===== config.mk =====
export PLATFORM = sky130hd
export DESIGN_NAME = mpx_xlate_unit
export DESIGN_NICKNAME = d
export VERILOG_FILES = /design/src/rtl/mpx_pkg.sv /design/src/rtl/mpx_region_dec.sv /design/src/rtl/mpx_tlb_entry.sv /design/src/rtl/mpx_xlate_unit.sv
export SDC_FILE = /design/constraint.sdc
export NUM_CORES = 1
export LEC_CHECK = 0
export BUFFER_PORTS_ARGS = -buffer_cell sky130_fd_sc_hd__buf_2
export CAP_MARGIN = 20
export CORE_MARGIN = 2
export CORE_UTILIZATION = 58
export DETAILED_ROUTE_END_ITERATION = 12
export PLACE_DENSITY_LB_ADDON = 0.05
export SYNTH_ARGS = -nofsm -noshare
export SYNTH_HDL_FRONTEND = slang
export SYNTH_SLANG_ARGS = --single-unit

===== constraint.sdc =====
create_clock -name clk -period 8 [get_ports clk]
set_input_delay 0.8 -clock clk [delete_from_list [all_inputs] [get_ports clk]]
set_output_delay 0.8 -clock clk [all_outputs]
set_load 0.01 [all_outputs]

===== src/rtl/mpx_pkg.sv =====
package mpx_pkg;
  localparam int VA_W    = 32;
  localparam int PA_W    = 29;
  localparam int SID_W   = 8;
  localparam int MIN_OFF = 10;
  localparam int VPN_W   = VA_W - MIN_OFF;
  localparam int PPN_W   = PA_W - MIN_OFF;

  typedef enum logic [2:0] {
    RG_LOW, RG_DCACHE, RG_DUNC, RG_HIGH, RG_SQ, RG_CTRL
  } region_e;

  typedef struct packed {
    logic             valid;
    logic             shared;
    logic             cacheable;
    logic             wthru;
    logic [1:0]       size;
    logic [SID_W-1:0] sid;
    logic [VPN_W-1:0] vpn;
    logic [PPN_W-1:0] ppn;
  } entry_t;

  typedef struct packed {
    logic [PPN_W-1:0] ppn;
    logic [1:0]       size;
    logic             cacheable;
    logic             wthru;
  } attr_t;

  // offset mask for a page size code
  function automatic logic [VA_W-1:0] off_mask(input logic [1:0] size);
    case (size)
      2'd0:    return 32'h0000_03FF;
      2'd1:    return 32'h0000_0FFF;
      2'd2:    return 32'h0000_FFFF;
      default: return 32'h000F_FFFF;
    endcase
  endfunction

  function automatic logic [PA_W-1:0] merge_pa(input logic [PPN_W-1:0] ppn,
                                               input logic [VA_W-1:0]  va,
                                               input logic [1:0]       size);
    logic [VA_W-1:0] m;
    m = off_mask(size);
    return ({ppn, {MIN_OFF{1'b0}}} & ~m[PA_W-1:0]) | (va[PA_W-1:0] & m[PA_W-1:0]);
  endfunction

  // areas 5 and 6 form the card interface window
  function automatic logic card_hazard(input logic [2:0] area,
                                       input logic cacheable,
                                       input logic wthru);
    return cacheable && !wthru && (area == 3'd5 || area == 3'd6);
  endfunction

  function automatic logic ctrl_area(input logic [2:0] area);
    return area == 3'd7;
  endfunction
endpackage


===== src/rtl/mpx_region_dec.sv =====
module mpx_region_dec
  import mpx_pkg::*;
(
  input  logic       [5:0] va_top,
  input  logic             priv,
  input  logic             xl_en,
  output region_e          region,
  output logic             priv_fault,
  output logic             xlate_req
);
  always_comb begin
    if (!va_top[5])                region = RG_LOW;
    else if (va_top[5:3] == 3'b100) region = RG_DCACHE;
    else if (va_top[5:3] == 3'b101) region = RG_DUNC;
    else if (va_top[5:3] == 3'b110) region = RG_HIGH;
    else if (va_top[2:0] == 3'b000) region = RG_SQ;
    else                            region = RG_CTRL;
  end

  assign priv_fault = !priv && !(region == RG_LOW || region == RG_SQ);
  assign xlate_req  = xl_en && (region == RG_LOW || region == RG_HIGH);
endmodule


===== src/rtl/mpx_tlb_entry.sv =====
module mpx_tlb_entry
  import mpx_pkg::*;
(
  input  logic             clk,
  input  logic             rst_n,
  input  logic             load,
  input  entry_t           load_data,
  input  logic [VPN_W-1:0] lk_vpn,
  input  logic [SID_W-1:0] lk_sid,
  output logic             hit,
  output attr_t            attr
);
  entry_t          q;
  logic [VA_W-1:0] om;

  always_ff @(posedge clk or negedge rst_n) begin
    if (!rst_n)    q <= '0;
    else if (load) q <= load_data;
  end

  always_comb begin
    om  = off_mask(q.size);
    hit = q.valid && (q.shared || q.sid == lk_sid) &&
          (((lk_vpn ^ q.vpn) & ~om[VA_W-1:MIN_OFF]) == '0);
  end

  assign attr = '{ppn: q.ppn, size: q.size, cacheable: q.cacheable, wthru: q.wthru};
endmodule


===== src/rtl/mpx_xlate_unit.sv =====
module mpx_xlate_unit
  import mpx_pkg::*;
#(
  parameter  int NENT  = 8,
  localparam int IDX_W = $clog2(NENT),
  localparam int CNT_W = $clog2(NENT + 1)
) (
  input  logic                clk,
  input  logic                rst_n,
  input  logic                xlate_en,
  input  logic                priv_mode,
  input  logic [SID_W-1:0]    cur_sid,
  input  logic                req_valid,
  input  logic [VA_W-1:0]     req_vaddr,
  input  logic                wr_en,
  input  logic [IDX_W-1:0]    wr_idx,
  input  logic [VPN_W-1:0]    wr_vpn,
  input  logic [PPN_W-1:0]    wr_ppn,
  input  logic [1:0]          wr_size,
  input  logic [SID_W-1:0]    wr_sid,
  input  logic                wr_valid,
  input  logic                wr_shared,
  input  logic                wr_cache,
  input  logic                wr_wthru,
  output logic                wr_reject,
  output logic                rsp_valid,
  output logic                rsp_hit,
  output logic                rsp_miss,
  output logic                rsp_multi,
  output logic                rsp_addr_err,
  output logic [PA_W-1:0]     rsp_paddr,
  output logic                rsp_cacheable,
  output logic                rsp_wthru,
  output logic                rsp_ctrl
);
  // named internal events, watched by the checker
  region_e          region;
  logic             priv_fault;
  logic             xlate_req;
  logic             wr_bad;
  logic             wr_commit;
  logic [NENT-1:0]  match_vec;
  logic [CNT_W-1:0] match_cnt;
  attr_t            ent_attr [NENT];
  attr_t            sel_attr;
  entry_t           wr_data;

  mpx_region_dec u_rdec (
    .va_top     (req_vaddr[VA_W-1:VA_W-6]),
    .priv       (priv_mode),
    .xl_en      (xlate_en),
    .region     (region),
    .priv_fault (priv_fault),
    .xlate_req  (xlate_req)
  );

  assign wr_bad    = wr_en && card_hazard(wr_ppn[PPN_W-1:PPN_W-3], wr_cache, wr_wthru);
  assign wr_commit = wr_en && !wr_bad;
  assign wr_data   = '{valid: wr_valid, shared: wr_shared, cacheable: wr_cache,
                       wthru: wr_wthru, size: wr_size, sid: wr_sid,
                       vpn: wr_vpn, ppn: wr_ppn};

  for (genvar g = 0; g < NENT; g++) begin : g_ent
    mpx_tlb_entry u_ent (
      .clk       (clk),
      .rst_n     (rst_n),
      .load      (wr_commit && wr_idx == IDX_W'(g)),
      .load_data (wr_data),
      .lk_vpn    (req_vaddr[VA_W-1:MIN_OFF]),
      .lk_sid    (cur_sid),
      .hit       (match_vec[g]),
      .attr      (ent_attr[g])
    );
  end

  always_comb begin
    match_cnt = '0;
    sel_attr  = '0;
    for (int i = 0; i < NENT; i++) begin
      match_cnt = match_cnt + CNT_W'(match_vec[i]);
      if (match_vec[i]) sel_attr = sel_attr | ent_attr[i];
    end
  end

  logic            o_hit, o_miss, o_multi, o_err, o_c, o_wt, o_ctrl;
  logic [PA_W-1:0] o_pa;

  always_comb begin
    o_hit = 1'b0; o_miss = 1'b0; o_multi = 1'b0; o_err = 1'b0;
    o_c = 1'b0; o_wt = 1'b0; o_ctrl = 1'b0; o_pa = '0;
    if (priv_fault) begin
      o_err = 1'b1;
    end else if (xlate_req) begin
      if (match_cnt == '0)      o_miss  = 1'b1;
      else if (match_cnt > 1)   o_multi = 1'b1;
      else begin
        o_hit  = 1'b1;
        o_pa   = merge_pa(sel_attr.ppn, req_vaddr, sel_attr.size);
        o_ctrl = ctrl_area(o_pa[PA_W-1:PA_W-3]);
        o_c    = sel_attr.cacheable && !o_ctrl;
        o_wt   = sel_attr.wthru && !o_ctrl;
      end
    end else begin
      o_hit = 1'b1;
      o_pa  = req_vaddr[PA_W-1:0];
      case (region)
        RG_DUNC: o_c = 1'b0;
        RG_CTRL: o_ctrl = 1'b1;
        default: o_c = 1'b1;
      endcase
    end
  end

  always_ff @(posedge clk or negedge rst_n) begin
    if (!rst_n) begin
      rsp_valid <= 1'b0; rsp_hit <= 1'b0; rsp_miss <= 1'b0; rsp_multi <= 1'b0;
      rsp_addr_err <= 1'b0; rsp_paddr <= '0; rsp_cacheable <= 1'b0;
      rsp_wthru <= 1'b0; rsp_ctrl <= 1'b0; wr_reject <= 1'b0;
    end else begin
      rsp_valid <= req_valid;
      wr_reject <= wr_bad;
      if (req_valid) begin
        rsp_hit <= o_hit; rsp_miss <= o_miss; rsp_multi <= o_multi;
        rsp_addr_err <= o_err; rsp_paddr <= o_pa; rsp_cacheable <= o_c;
        rsp_wthru <= o_wt; rsp_ctrl <= o_ctrl;
      end
    end
  end
endmodule


## Word-level counts from Yosys, hierarchy flattened

Index checks and enable logic that the tools add are counted.

| word-level totals | value |
|---|---|
| flip-flop bits (word level) | 478 |
| bits of input ports | 104 |
| output and inout port bits | 38 |

| cells by class | value |
|---|---|
| add/sub/neg operators | 7 |
| $lt $le $gt $ge | 1 |
| equal/unequal tests | 43 |
| mux-type cells | 56 |
| bitwise gates (word level) | 35 |
| reduce and logical (&&, ||, !) cells | 70 |

Operators by type and width:

| cell | count |
|---|---|
| 20-bit case mux with 3 select lines | 9 |
| 29-bit two-way mux | 8 |
| 23-bit two-way mux | 8 |
| 22-bit AND | 8 |
| 22-bit logical NOT | 8 |
| 10-bit NOT with 22-bit output | 8 |
| 22-bit bitwise XOR | 8 |
| 23-bit bitwise OR | 7 |
| 8-bit equality test | 8 |
| 29-bit AND | 2 |
| 3-bit equality test (second input constant) | 12 |
| 1-bit logical AND | 32 |
| 29-bit NOT | 1 |
| 29-bit bitwise OR | 1 |
| 1-bit two-way mux | 27 |
| 2-bit by 1-bit equality test with 1-bit output (second input constant) | 9 |
| 2-bit equality test (second input constant) | 9 |
| 2-bit logical NOT | 9 |
| 4-bit by 1-bit adder with 4-bit output | 4 |
| 3-bit by 2-bit equality test with 1-bit output (second input constant) | 4 |
| 3-bit two-way mux | 4 |
| 1-bit logical OR | 11 |
| 3-bit logical NOT | 3 |
| 1-bit logical NOT | 5 |
| other kinds (7) | 7 |

## Logic depth before layout (Yosys ltp)

Gate-level depths: netlist of run 1.

| logic depth | value |
|---|---|
| word-level depth | 37 |
| gate-level depth with buffers | 20 |
| mapped depth without buffers | 17 |

## Modules after synthesis

Synthesis of run 1 repeated with hierarchy kept, for this count alone.

| second synthesis, totals | value |
|---|---|
| cell total of the unflattened synthesis | 1763 |
| area, all modules | 23415.0 µm² |

Modules (own cells, without submodules):

| module | times used | cells each | area an instance (µm²) | seq. area each (µm²) |
|---|---|---|---|---|
| mpx_tlb_entry | 8 | 182 | 2551.2 | 1376.3 |
| mpx_xlate_unit | 1 | 297 | 2919.0 | 950.9 |
| mpx_region_dec | 1 | 10 | 86.3 | 0.0 |

## Worst setup path after synthesis of run 1

OpenSTA, ideal clock, no wires.

| timing path | value |
|---|---|
| path type | input-to-reg |
| start | input port req_vaddr[25] |
| end | register rsp_paddr[1] |
| library setup time | 66 ps |
| arrival time | 6078 ps |
| data required time | 7934 ps |
| path slack | 1855 ps |
| stages | 20 |
| buffers on the path | 4 |
| path through | buf_2 xor2_1 nor4_1 nand4_1 nor4_2 buf_2 buf_2 inv_1 fa_1 fa_1 fa_1 inv_1 ha_1 fa_1 or2_2 a21oi_1 nand4_1 nand2_1 clkbuf_1 a22o_1 |

| between the ends | value |
|---|---|
| word-level cells in the longest chain between the ends | 16 |
| elaborated cells on any way between the ends | 45 |
| classes of those cells | 7 x add/sub; 1 x order compare; 4 x mux; 16 x bitwise; 17 x reduce/logical |

RTL lines:

| item | line | RTL |
|---|---|---|
| from (decl) | mpx_xlate_unit.sv:14 | `input logic [VA_W-1:0] req_vaddr,` |
| 22-bit bitwise XOR | mpx_tlb_entry.sv:24 | `(((lk_vpn ^ q.vpn) & ~om[VA_W-1:MIN_OFF]) == '0);` |
| 22-bit AND | mpx_tlb_entry.sv:24 |  |
| 22-bit logical NOT | mpx_tlb_entry.sv:24 |  |
| 1-bit logical AND | mpx_tlb_entry.sv:23 | `hit = q.valid && (q.shared \|\| q.sid == lk_sid) &&` |
| 1-bit by 1-bit adder with 2-bit output | mpx_xlate_unit.sv:80 | `match_cnt = match_cnt + CNT_W'(match_vec[i]);` |
| 2-bit by 1-bit adder with 3-bit output | mpx_xlate_unit.sv:80 |  |
| 3-bit by 1-bit adder with 4-bit output | mpx_xlate_unit.sv:80 |  |
| 4-bit by 1-bit adder with 4-bit output (3 in series) | mpx_xlate_unit.sv:80 |  |
| 4-bit by 1-bit adder with 4-bit output * | mpx_xlate_unit.sv:80 |  |
| 4-bit by 1-bit > comparator with 1-bit output | mpx_xlate_unit.sv:95 | `else if (match_cnt > 1) o_multi = 1'b1;` |
| 29-bit two-way mux | mpx_xlate_unit.sv:95 |  |
| 29-bit two-way mux * | mpx_xlate_unit.sv:94 | `if (match_cnt == '0) o_miss = 1'b1;` |
| 29-bit two-way mux * | mpx_xlate_unit.sv:93 | `end else if (xlate_req) begin` |
| 29-bit two-way mux * | mpx_xlate_unit.sv:91 | `if (priv_fault) begin` |
| to (signal assigned) | mpx_xlate_unit.sv:117 | `rsp_addr_err <= 1'b0; rsp_paddr <= '0; rsp_cacheable <= 1'b0;` |
| to (signal assigned) | mpx_xlate_unit.sv:124 | `rsp_addr_err <= o_err; rsp_paddr <= o_pa; rsp_cacheable <= o_c;` |
| to (decl) | mpx_xlate_unit.sv:31 | `output logic [PA_W-1:0] rsp_paddr,` |

Every way passes the cells marked *; elsewhere a longest branch is shown, timed or not.
A chain may end at the register's enable or synchronous reset.

## Worst setup path in the final report of run 1

| timing path | value |
|---|---|
| start | input port req_vaddr[30] |
| end | register rsp_paddr[17] |

| between the ends | value |
|---|---|
| word-level cells in the longest chain between the ends | 32 |
| elaborated cells on any way between the ends | 87 |
| classes of those cells | 7 x add/sub; 1 x order compare; 7 x eq/ne; 21 x mux; 27 x bitwise; 24 x reduce/logical |

RTL lines:

| item | line |
|---|---|
| branches (longest 31 deep; another with 3-bit by 1-bit adder with 4-bit output) | n/a |
| 29-bit two-way mux * | mpx_xlate_unit.sv:91 |

Mark *: on every way between the ends. The select of a mux whose other input is x is not followed.

==> results of run 1 <==
==> logic make-up after synthesis <==
kind of cell,after synthesis,synth area share
xor gates and xnor gates,241,0.0961
buffers and inverters,123,0.0246
and+or+nand+nor,148,0.0393
adders and majority gates,7,0.00535
muxes,441,0.226
DFF,478,0.544
AOI/OAI and AO/OA,172,0.0645
==> worst max-delay path by stage <==
stage | to | from | slack [ns]
after detailed placement | rsp_paddr[17] | req_vaddr[27] | 1.44
after floorplan | rsp_paddr[1] | req_vaddr[25] | 1.86
final | rsp_paddr[17] | req_vaddr[30] | 1.96
after CTS | rsp_paddr[17] | req_vaddr[27] | 2.05
after global routing | rsp_paddr[9] | req_vaddr[27] | 1.70
after global placement | rsp_paddr[6] | req_vaddr[27] | 1.52
==> final cells by class <==
type	count	area share
clock inverter	24	0.0103
inverter	24	0.00363
sequential	478	0.482
antenna	4	0.000403
tap	511	0.0257
multi-input combinational	1009	0.384
timing repair buffer	161	0.0362
clock buffer	69	0.0581
==> worst max-delay path: stages <==
cell and delay (ns):
buf_2 0.34, xor2_1 0.13, nor4_1 0.44, nand3_1 0.29, nor4_4 0.31, buf_4 0.42, inv_1 0.12, fa_1 0.52
fa_1 0.52, fa_1 0.54, inv_1 0.04, ha_1 0.22, fa_1 0.43, or2_2 0.28, a21oi_1 0.22, nand4_1 0.12
buf_4 0.25, o21bai_4 0.21, a31oi_1 0.21, a221o_1 0.14
==> synthesized netlist by cell type, drive strengths merged, types with 8 or more instances <==
cell,instances,area share
a31oi,9,0.0026
xor2,148,0.059
buf,44,0.011
nor2,11,0.0019
nand2,32,0.0055
nor4,40,0.013
mux2,439,0.22
a222oi,17,0.0077
a221o,15,0.0068
nand3,19,0.0043
a221oi,8,0.0032
a22o,18,0.0072
inv,24,0.0041
clkbuf,55,0.0094
a21oi,17,0.0039
o21ai,13,0.0030
a22oi,44,0.015
nand4,23,0.0065
dfrtp,478,0.54
xnor2,93,0.037
==> sequential cells by signal, indices dropped and copies added, names as in the netlist <==
register and cells:
rsp_cacheable 1, rsp_miss 1, rsp_multi 1, g_ent.u_ent.q 256, rsp_wthru 1, rsp_paddr 29, g_ent.u_ent.attr 184, rsp_addr_err 1
rsp_valid 1, wr_reject 1, rsp_ctrl 1, rsp_hit 1
==> cell usage in the layout (no fill, tap or decap), drive strengths merged, types with 5 or more instances in the layout <==
cell type / synthesis / routed
mux2: 439 / 439
inv: 24 / 25
a221oi: 8 / 8
clkinv: 0 / 15
nand3: 19 / 19
xor2: 148 / 148
a221o: 15 / 15
nand4: 23 / 23
nand2: 32 / 32
a21oi: 17 / 17
a222oi: 17 / 17
a41oi: 7 / 7
o21ai: 13 / 13
bufinv: 0 / 5
clkbuf: 55 / 69
buf: 44 / 161
nor2b: 5 / 5
a31oi: 9 / 9
a22oi: 44 / 44
a22o: 18 / 18
nor2: 11 / 11
dfrtp: 478 / 478
xnor2: 93 / 93
nor4: 40 / 40
==> routing by layer <==
| layer | GRT usage | vias to the layer above |
|---|---|---|
| li1 | - | 6077 |
| met1 | 0.419 | 7270 |
| met2 | 0.499 | 372 |
| met3 | 0.0510 | 91 |
| met4 | 0.0887 | 4 |
| met5 | 0 | - |
==> stage by stage <==
step	instances	power (W)	setup WS (ns)	area (sq um)
finish	2280	0.00683	1.96	24800
global route	2276	0.00713	1.70	24800
CTS	2275	0.00686	2.05	24800
detailed placement	2182	0.00447	1.44	23100
global placement	2182	0.00441	1.52	23100
floorplan	1610	0.00407	1.86	22000
==> power by group through the flow <==
stage          combinational, W  sequential [W]  clock [W]
2_1_floorplan          0.000834         0.00324          0
3_3_place_gp            0.00111         0.00330          0
3_5_place_dp            0.00114         0.00333          0
4_1_cts                 0.00115         0.00329    0.00242
5_1_grt                 0.00125         0.00335    0.00253
6_report                0.00114         0.00329    0.00239
==> results.toml, run 1 <==
[pwr]
power_frac_seq = 0.482
p_clk_frac = 0.350
power.leakage_nw = 10.8
power.internal_w = 0.00501
peakVddDrop_mv = 0.201
powerDensity_nw_per_um2 = 275
p_switching_w = 0.00182
comb_power_share = 0.167
power.share.switching = 0.267

[synth]
syn_avg_cell_area_sq_um = 13.6
syn_nets = 1721
ys_types = 56
synth_seq_cells = 478
syn_area_sq_um = 22000
synth_edf_count = 0
async_flop_share = 1.00
synth_cells = 1610
ys_seq_area_frac = 0.544
synth_top_flop_cell = "dfrtp_1"
yosysWarnings = 0

[sta]
max_freq_ghz = 0.166
fin_crit_sh = 0.755
setup_viol = 0
worst_slew_pin_slew_ns = 1.10
finalCriticalPeriod_ns = 6.04
relSlewSlack = 0.269
tns_ns = 0
drv_slew = 0
finalClockSkew_ns = 0.0275
hold_viol_final = 0
rsz0062_at_grt = "no"
hold_slack_ns = 0.208

[worst_setup_path]
regToRegEndpoint = "rsp_paddr[17]"
start_kind = "input pin"
r2r_cells = 19
crit_required_ns = 8.52
path_class = "input pin to flip-flop"
r2r_start = "g_ent[3].u_ent.q[34]"
worstPathArrival_ns = 6.56
regToRegSetupSlack_ns = 2.08
critPathMaxFanout = 23
end_kind = "flip-flop"

[floorplan]
pin_count = 142
dieHeight_um = 199
die_x_um = 199
start_util = 0.586
rows = 71
coreArea_sq_um = 37500
die_area_sq_um = 39500

[global_route]
grt_overflow = 0
grt_pass1_vias = 14300
grt_usage = 0.304
grt_first_pass_wirelength_um = 88800
antenna_found_initial = 6
grt_max_degree = 184

[clock_network]
cts-resized-gates = 0
htreeDepth = 2
cts_buffers = 50
ctsHoldBuffers = 0
clock_latency_ns = 0.59
root_buffer = "clkbuf_16"
cts_sinks = 478
clock_path_buffers = 3
cts_tree = "built"
clk_pin_slew_ns = 0.06
cts_setup_buffers = 0

[layout]
final_nets = 1835
multiInputGateArea_sq_um = 9540
final_layout_size_suffix_gt1_frac = 0.399
n_fill_cell = 2860
fin_util = 0.663
syn_to_final_growth_pct = 13.0
ff_latch_area_sq_um = 12000

[min_path]
hold_class = "input pin to asynchronous set/reset pin"

[route]
num_vias = 13800
met3_length_um = 3250
drt_iter0_drc = 995
drc = 0
first_pass_iters = 6
final_antenna_net_count = 0
top_layer_used = "met5"
drt_wl_total_um = 58100
met2_length_um = 27800
routedWlPerCell_um = 25.5
via_per_inst = 6.06
wirelength_met1_um = 25600

[outcome]
status = "completed"

[placed_design]
place_congestion = 0.833
port_buffers = 141
dp.final_hpwl_um = 36600

[job]
drv_cap = 0
(Power assumes the default switching activity.)
==> run 2, diff against run 1 <==
--- a/config.mk
+++ b/config.mk
@@ -8,7 +8,7 @@
 export BUFFER_PORTS_ARGS = -buffer_cell sky130_fd_sc_hd__buf_2
 export CAP_MARGIN = 20
 export CORE_MARGIN = 2
-export CORE_UTILIZATION = 58
+export CORE_UTILIZATION = 55
 export DETAILED_ROUTE_END_ITERATION = 12
 export PLACE_DENSITY_LB_ADDON = 0.05
 export SYNTH_ARGS = -nofsm -noshare
==> constraint.sdc (replaced) <==
create_clock -name clk -period 5.4 [get_ports clk]
set_input_delay 0.54 -clock clk [delete_from_list [all_inputs] [get_ports clk]]
set_output_delay 0.54 -clock clk [all_outputs]
set_load 0.01 [all_outputs]
==> results.toml, run 2 (synthesized netlist as in run 1, its figures left out) <==
[placed_design]
dp.final_hpwl_um = 38000
place_congestion = 0.831
dp_cells = 2255
port_buffers = 141

[sta]
finalClockSkew_ns = 0.0120
hold_slack_ns = -0.000193
fin_crit_sh = 0.963
rsz0062_at_grt = "no"
relSlewSlack = 0.293
drv_slew = 0
hold_viol_final = 1
max_freq_ghz = 0.192
setup_viol = 0
worst_slew_pin_slew_ns = 1.06
finalCriticalPeriod_ns = 5.20

[worst_setup_path]
max_stage_delay_ns = 0.56
cp_cell_sequence = "xor2_1, nor4_1, buf_4, a32oi_1, nor4_4, inv_1, fa_1, fa_1, fa_1, inv_1, ha_2, fa_2, or2_2, a21oi_2, nand4_1, buf_4, buf_4, a41oi_1, a221o_1"
path_delay_family = "adder cells"
worstPathArrival_ns = 5.73
critPathMaxFanout = 12
end_kind = "flip-flop"
crit_required_ns = 5.93
start_kind = "flip-flop"
path_class = "flip-flop to flip-flop"
path_buf_inv = 5
cpMaxStageDelayCell = "fa_1"
worstSetupStartpoint = "g_ent[3].u_ent.q[21]"
r2r_start = "g_ent[3].u_ent.q[21]"

[global_route]
grt_usage = 0.292
grt_overflow = 0
grt_first_pass_wirelength_um = 90400
antenna_found_initial = 5
grt_pass1_vias = 14600
grt_max_degree = 140

[clock_network]
cts_sinks = 478
htreeDepth = 2
root_buffer = "clkbuf_16"
clock_path_buffers = 3
cts_buffers = 50
clock_latency_ns = 0.59
cts_tree = "built"
cts_setup_buffers = 0
clk_pin_slew_ns = 0.06

[floorplan]
pin_count = 142
rows = 73
die_area_sq_um = 41600
coreArea_sq_um = 39500
die_x_um = 204
start_util = 0.556
dieHeight_um = 204

[layout]
multiInputGateArea_sq_um = 9560
syn_to_final_growth_pct = 15.4
layout_commonest_cell = "dfrtp_1"
instances_no_fill = 2350
final_layout_size_suffix_gt1_frac = 0.420
regMostFlops = "g_ent.u_ent.q"
largest_register_ffs = 256
layout_common_cells = "478 x dfrtp_1, 439 x mux2_2, 148 x xor2_1, 140 x buf_2, 93 x xnor2_1"
ff_latch_area_sq_um = 12000
n_fill_cell = 3029
final_nets = 1893

[outcome]
violations = "hold timing"
status = "complete, but fails checks"

[route]
drt_wl_total_um = 58600
first_pass_iters = 5
via_per_inst = 5.98
num_vias = 14000
drc = 0
drt_iter0_drc = 1004
routedWlPerCell_um = 24.9
final_antenna_net_count = 0

[job]
drv_cap = 0

[min_path]
hold_class = "input pin to asynchronous set/reset pin"

[pwr]
finalPower_w = 0.0102
powerDensity_nw_per_um2 = 402
power.leakage_nw = 11.1
peakVddDrop_mv = 0.291
[run 2: timing repair]
| item | CTS | global route |
|---|---|---|
| setup endpoints to repair | 0 | 10 |
| gates resized for setup | 0 | 2 |
| hold buffers | 0 | 0 |
[run 2: metal layers]
layer,track usage,part of all wire,wire length [um]
met1,0.404,0.44,26000
met2,0.458,0.46,26900
met3,0.0574,0.060,3490
met4,0.112,0.036,2130
met5,0,0.00039,23
[run 2: cell type report]
class                           instances  area share
Antenna cell                            3    0.000296
Clock buffer                           75      0.0585
Clock inverter                         17     0.00937
Inverter                               24     0.00355
Multi-Input combinational cell       1009       0.377
Sequential cell                       478       0.472
Tap cell                              525      0.0259
Timing Repair Buffer                  219      0.0541
[run 2: worst paths after layout]
kind                                         to  slack [ns]  cells after the start
min                        g_ent[0].u_ent.q[45]     -0.0002                      1
max in group asynchronous  g_ent[3].u_ent.q[30]        4.11                      2
min reg2reg                             rsp_hit        0.49                      1
min in group clk                   rsp_paddr[1]        0.17                      2
max reg2reg                       rsp_paddr[24]        0.20                     19
max                               rsp_paddr[24]        0.20                     19
[run 2: per-stage QoR]
| stage | utilization | TNS [ns] | hold WS (ns) | instance area (sq um) | worst slack [ns] |
|---|---|---|---|---|---|
| 6_report | 0.641 | 0 | -0.000193 | 25400 | 0.199 |
| 5_1_grt | 0.641 | 0 | 0.0647 | 25400 | 0.00312 |
| 4_1_cts | 0.641 | 0 | 0.0405 | 25300 | 0.183 |
| 3_5_place_dp | 0.597 | -2.67 | 0.484 | 23600 | -0.150 |
| 3_3_place_gp | 0.597 | -0.160 | 0.461 | 23600 | -0.0269 |
| 2_1_floorplan | - | 0 | 0.244 | 22100 | 0.00544 |
[run 2: power breakdown]
group | switching (W) | total, W | internal, W
clock network | 0.00145 | 0.00359 | 0.00214
registers | 0.000490 | 0.00487 | 0.00438
logic | 0.000772 | 0.00174 | 0.000970
==> run 3, diff against run 2 <==
--- a/config.mk
+++ b/config.mk
@@ -5,6 +5,7 @@
 export SDC_FILE = /design/constraint.sdc
 export NUM_CORES = 1
 export LEC_CHECK = 0
+export ABC_AREA = 1
 export BUFFER_PORTS_ARGS = -buffer_cell sky130_fd_sc_hd__buf_2
 export CAP_MARGIN = 20
 export CORE_MARGIN = 2
==> results.toml, run 3 <==
[clock_network]
htreeDepth = 2
clk_pin_slew_ns = 0.06
cts-resized-gates = 0
cts_tree = "built"
root_buffer = "clkbuf_16"
clock_path_buffers = 3
cts_buffers = 52
ctsHoldBuffers = 0
cts_sinks = 478
clock_latency_ns = 0.60
cts_setup_buffers = 0

[global_route]
antenna_found_initial = 1
grt_first_pass_wirelength_um = 105000
grt_max_degree = 129
grt_usage = 0.311
grt_pass1_vias = 18400
grt_overflow = 0

[synth]
synth-xor-area-share = 0.0461
synth_edf_count = 0
synthMuxAreaShare = 0
syn_nets = 3023
synth_seq_cells = 478
yosysWarnings = 0
async_flop_share = 1.00
syn_area_sq_um = 23000
synthDominantCellAreaShare = 0.521
synth_compound_area_frac = 0.123
synth_top_flop_cell = "dfrtp_1"
syn_avg_cell_area_sq_um = 7.89
synthAdderAreaFrac = 0.00512
yosysMostFrequentCell = "nand2_1"
ys_seq_area_frac = 0.521
yosysTopAreaCell = "dfrtp_1"
synth_cells = 2912
ys_top_cells_by_count = "1,146 x nand2_1, 485 x o21ai_0, 478 x dfrtp_1, 219 x inv_1, 141 x nor2_1"
synth-simple-area-share = 0.237
synthTopCellsByArea = "dfrtp_1 52%, nand2_1 19%, o21ai_0 11%"
ys_types = 43
synth_top_family_by_area = "simple AND/OR/NAND/NOR gates"

[sta]
fin_crit_sh = 0.914
max_freq_ghz = 0.203
drv_slew = 0
hold_slack_ns = -0.0397
rsz0062_at_grt = "no"
worst_slack_ns = 0.462
tns_ns = 0
finalClockSkew_ns = 0.0178
relSlewSlack = 0.352
finalCriticalPeriod_ns = 4.94
worst_slew_pin_slew_ns = 0.972
setup_viol = 0
hold_viol_final = 11

[layout]
final_nets = 3138
n_fill_cell = 3688
regMostFlops = "g_ent.u_ent.q"
syn_to_final_growth_pct = 12.9
final_layout_size_suffix_gt1_frac = 0.107
largest_register_ffs = 256
layout_common_cells = "1,146 x nand2_1, 485 x o21ai_0, 478 x dfrtp_1, 219 x inv_1, 141 x nor2_1"
fin_util = 0.632
layout_commonest_cell = "nand2_1"

[floorplan]
coreArea_sq_um = 41000
start_util = 0.560
dieHeight_um = 208
pin_count = 142
die_x_um = 208
rows = 74
die_area_sq_um = 43400

[outcome]
status = "complete, but fails checks"
violations = "hold timing"

[pwr]
power.leakage_nw = 13.2
p_switching_w = 0.00289
p_clk_frac = 0.359
power.share.switching = 0.291
peakVddDrop_mv = 0.293
finalPower_w = 0.00994
powerDensity_nw_per_um2 = 383
power.internal_w = 0.00705
comb_power_share = 0.163
power_frac_seq = 0.478

[worst_setup_path]
end_kind = "flip-flop"
start_kind = "flip-flop"
crit_required_ns = 5.91
worstPathArrival_ns = 5.45
timing.critical_path.mode_cell = "nor2_1"
path_buf_inv = 6
cpMaxStageDelayCell = "fa_1"
max_stage_delay_ns = 0.54
path_delay_family = "adder cells"
critPathMaxFanout = 13
path_class = "flip-flop to flip-flop"
cp_cell_sequence = "inv_1, nor2_1, nor2_1, nand2_1, nor2_1, nand3_1, nor2_4, inv_1, fa_1, fa_1, fa_1, inv_1, ha_1, fa_1, o2bb2ai_1, inv_1, nor2_1, nand2_1, nor2_1, inv_1, nor2_1, buf_4, nand2_1, o21bai_1"

[route]
routedWlPerCell_um = 18.5
via_per_inst = 5.43
drc = 0
first_pass_iters = 5
drt_wl_total_um = 66700
final_antenna_net_count = 0
num_vias = 19500
drt_iter0_drc = 1793

[min_path]
hold_class = "input pin to asynchronous set/reset pin"

[placed_design]
port_buffers = 141
pre_cts_ws_ns = 0.142
place_congestion = 0.920
dp.final_hpwl_um = 45000

[job]
drv_cap = 0
==> run 3: changes by cell type after synthesis, sizes merged, moves of 17 or more <==
cell    delta
nand2   +1122
o21ai    +478
mux2     -439
inv      +207
nor2     +138
xor2     -137
clkbuf    +46
a22oi     -42
nor4      -40
nand3     +32
a222oi    -17
xnor2     +17
==> run 3: cells by family after synthesis <==
| family | count (synthesis) |
|---|---|
| adder cells (fa/ha/maj) | 7 |
| AO/OA/AOI/OAI | 537 |
| flip-flops | 478 |
| buffers and inverters | 382 |
| AND/OR/NAND/NOR | 1387 |
| XOR/XNOR | 121 |
==> run 3: path summary, 6_finish.rpt <==
path                                       from                endpoint  slack, ns  cells after the start
max                        g_ent[1].u_ent.q[29]           rsp_paddr[12]       0.46                     24
min                                       rst_n    g_ent[3].u_ent.q[45]      -0.04                      1
max reg2reg                g_ent[1].u_ent.q[29]           rsp_paddr[12]       0.46                     24
min reg2reg                             rsp_hit                 rsp_hit       0.48                      1
max in group asynchronous                 rst_n  g_ent[5].u_ent.attr[6]       4.17                      2
min in group clk                      req_valid               rsp_valid       0.10                      1
==> run 3: final cells by class <==
class,instances,area (sq um),area share
Sequential cell,478,12000,0.461
Tap cell,532,666,0.0257
Timing Repair Buffer,209,1290,0.0498
Antenna cell,2,5.00,0.000193
Clock buffer,79,1550,0.0599
Clock inverter,14,148,0.00569
Inverter,234,881,0.0340
Multi-Input combinational cell,2052,9430,0.364
==> run 3: through the flow <==
| stage | instances | instance area [sq um] |
|---|---|---|
| after floorplan | 2912 | 23000 |
| after global placement | 3503 | 24200 |
| after detailed placement | 3504 | 24200 |
| after CTS | 3597 | 25900 |
| after global routing | 3598 | 25900 |
| final | 3600 | 25900 |
==> run 3: power by group through the flow <==
stage                     combinational (W)  clock [W]  sequential (W)
final                               0.00162    0.00357         0.00475
after global routing                0.00187    0.00376         0.00484
after CTS                           0.00162    0.00361         0.00475
after detailed placement            0.00161          0         0.00480
after global placement              0.00156          0         0.00478
after floorplan                     0.00113          0         0.00468
==> run 3: routing by layer <==
layer / vias up / global-route usage / share of wire
met3: 107 / 0.0451 / 0.073
met4: 0 / 0.101 / 0.028
met1: 9435 / 0.454 / 0.45
met2: 632 / 0.481 / 0.45
met5: - / 0 / 0
li1: 9358 / - / -
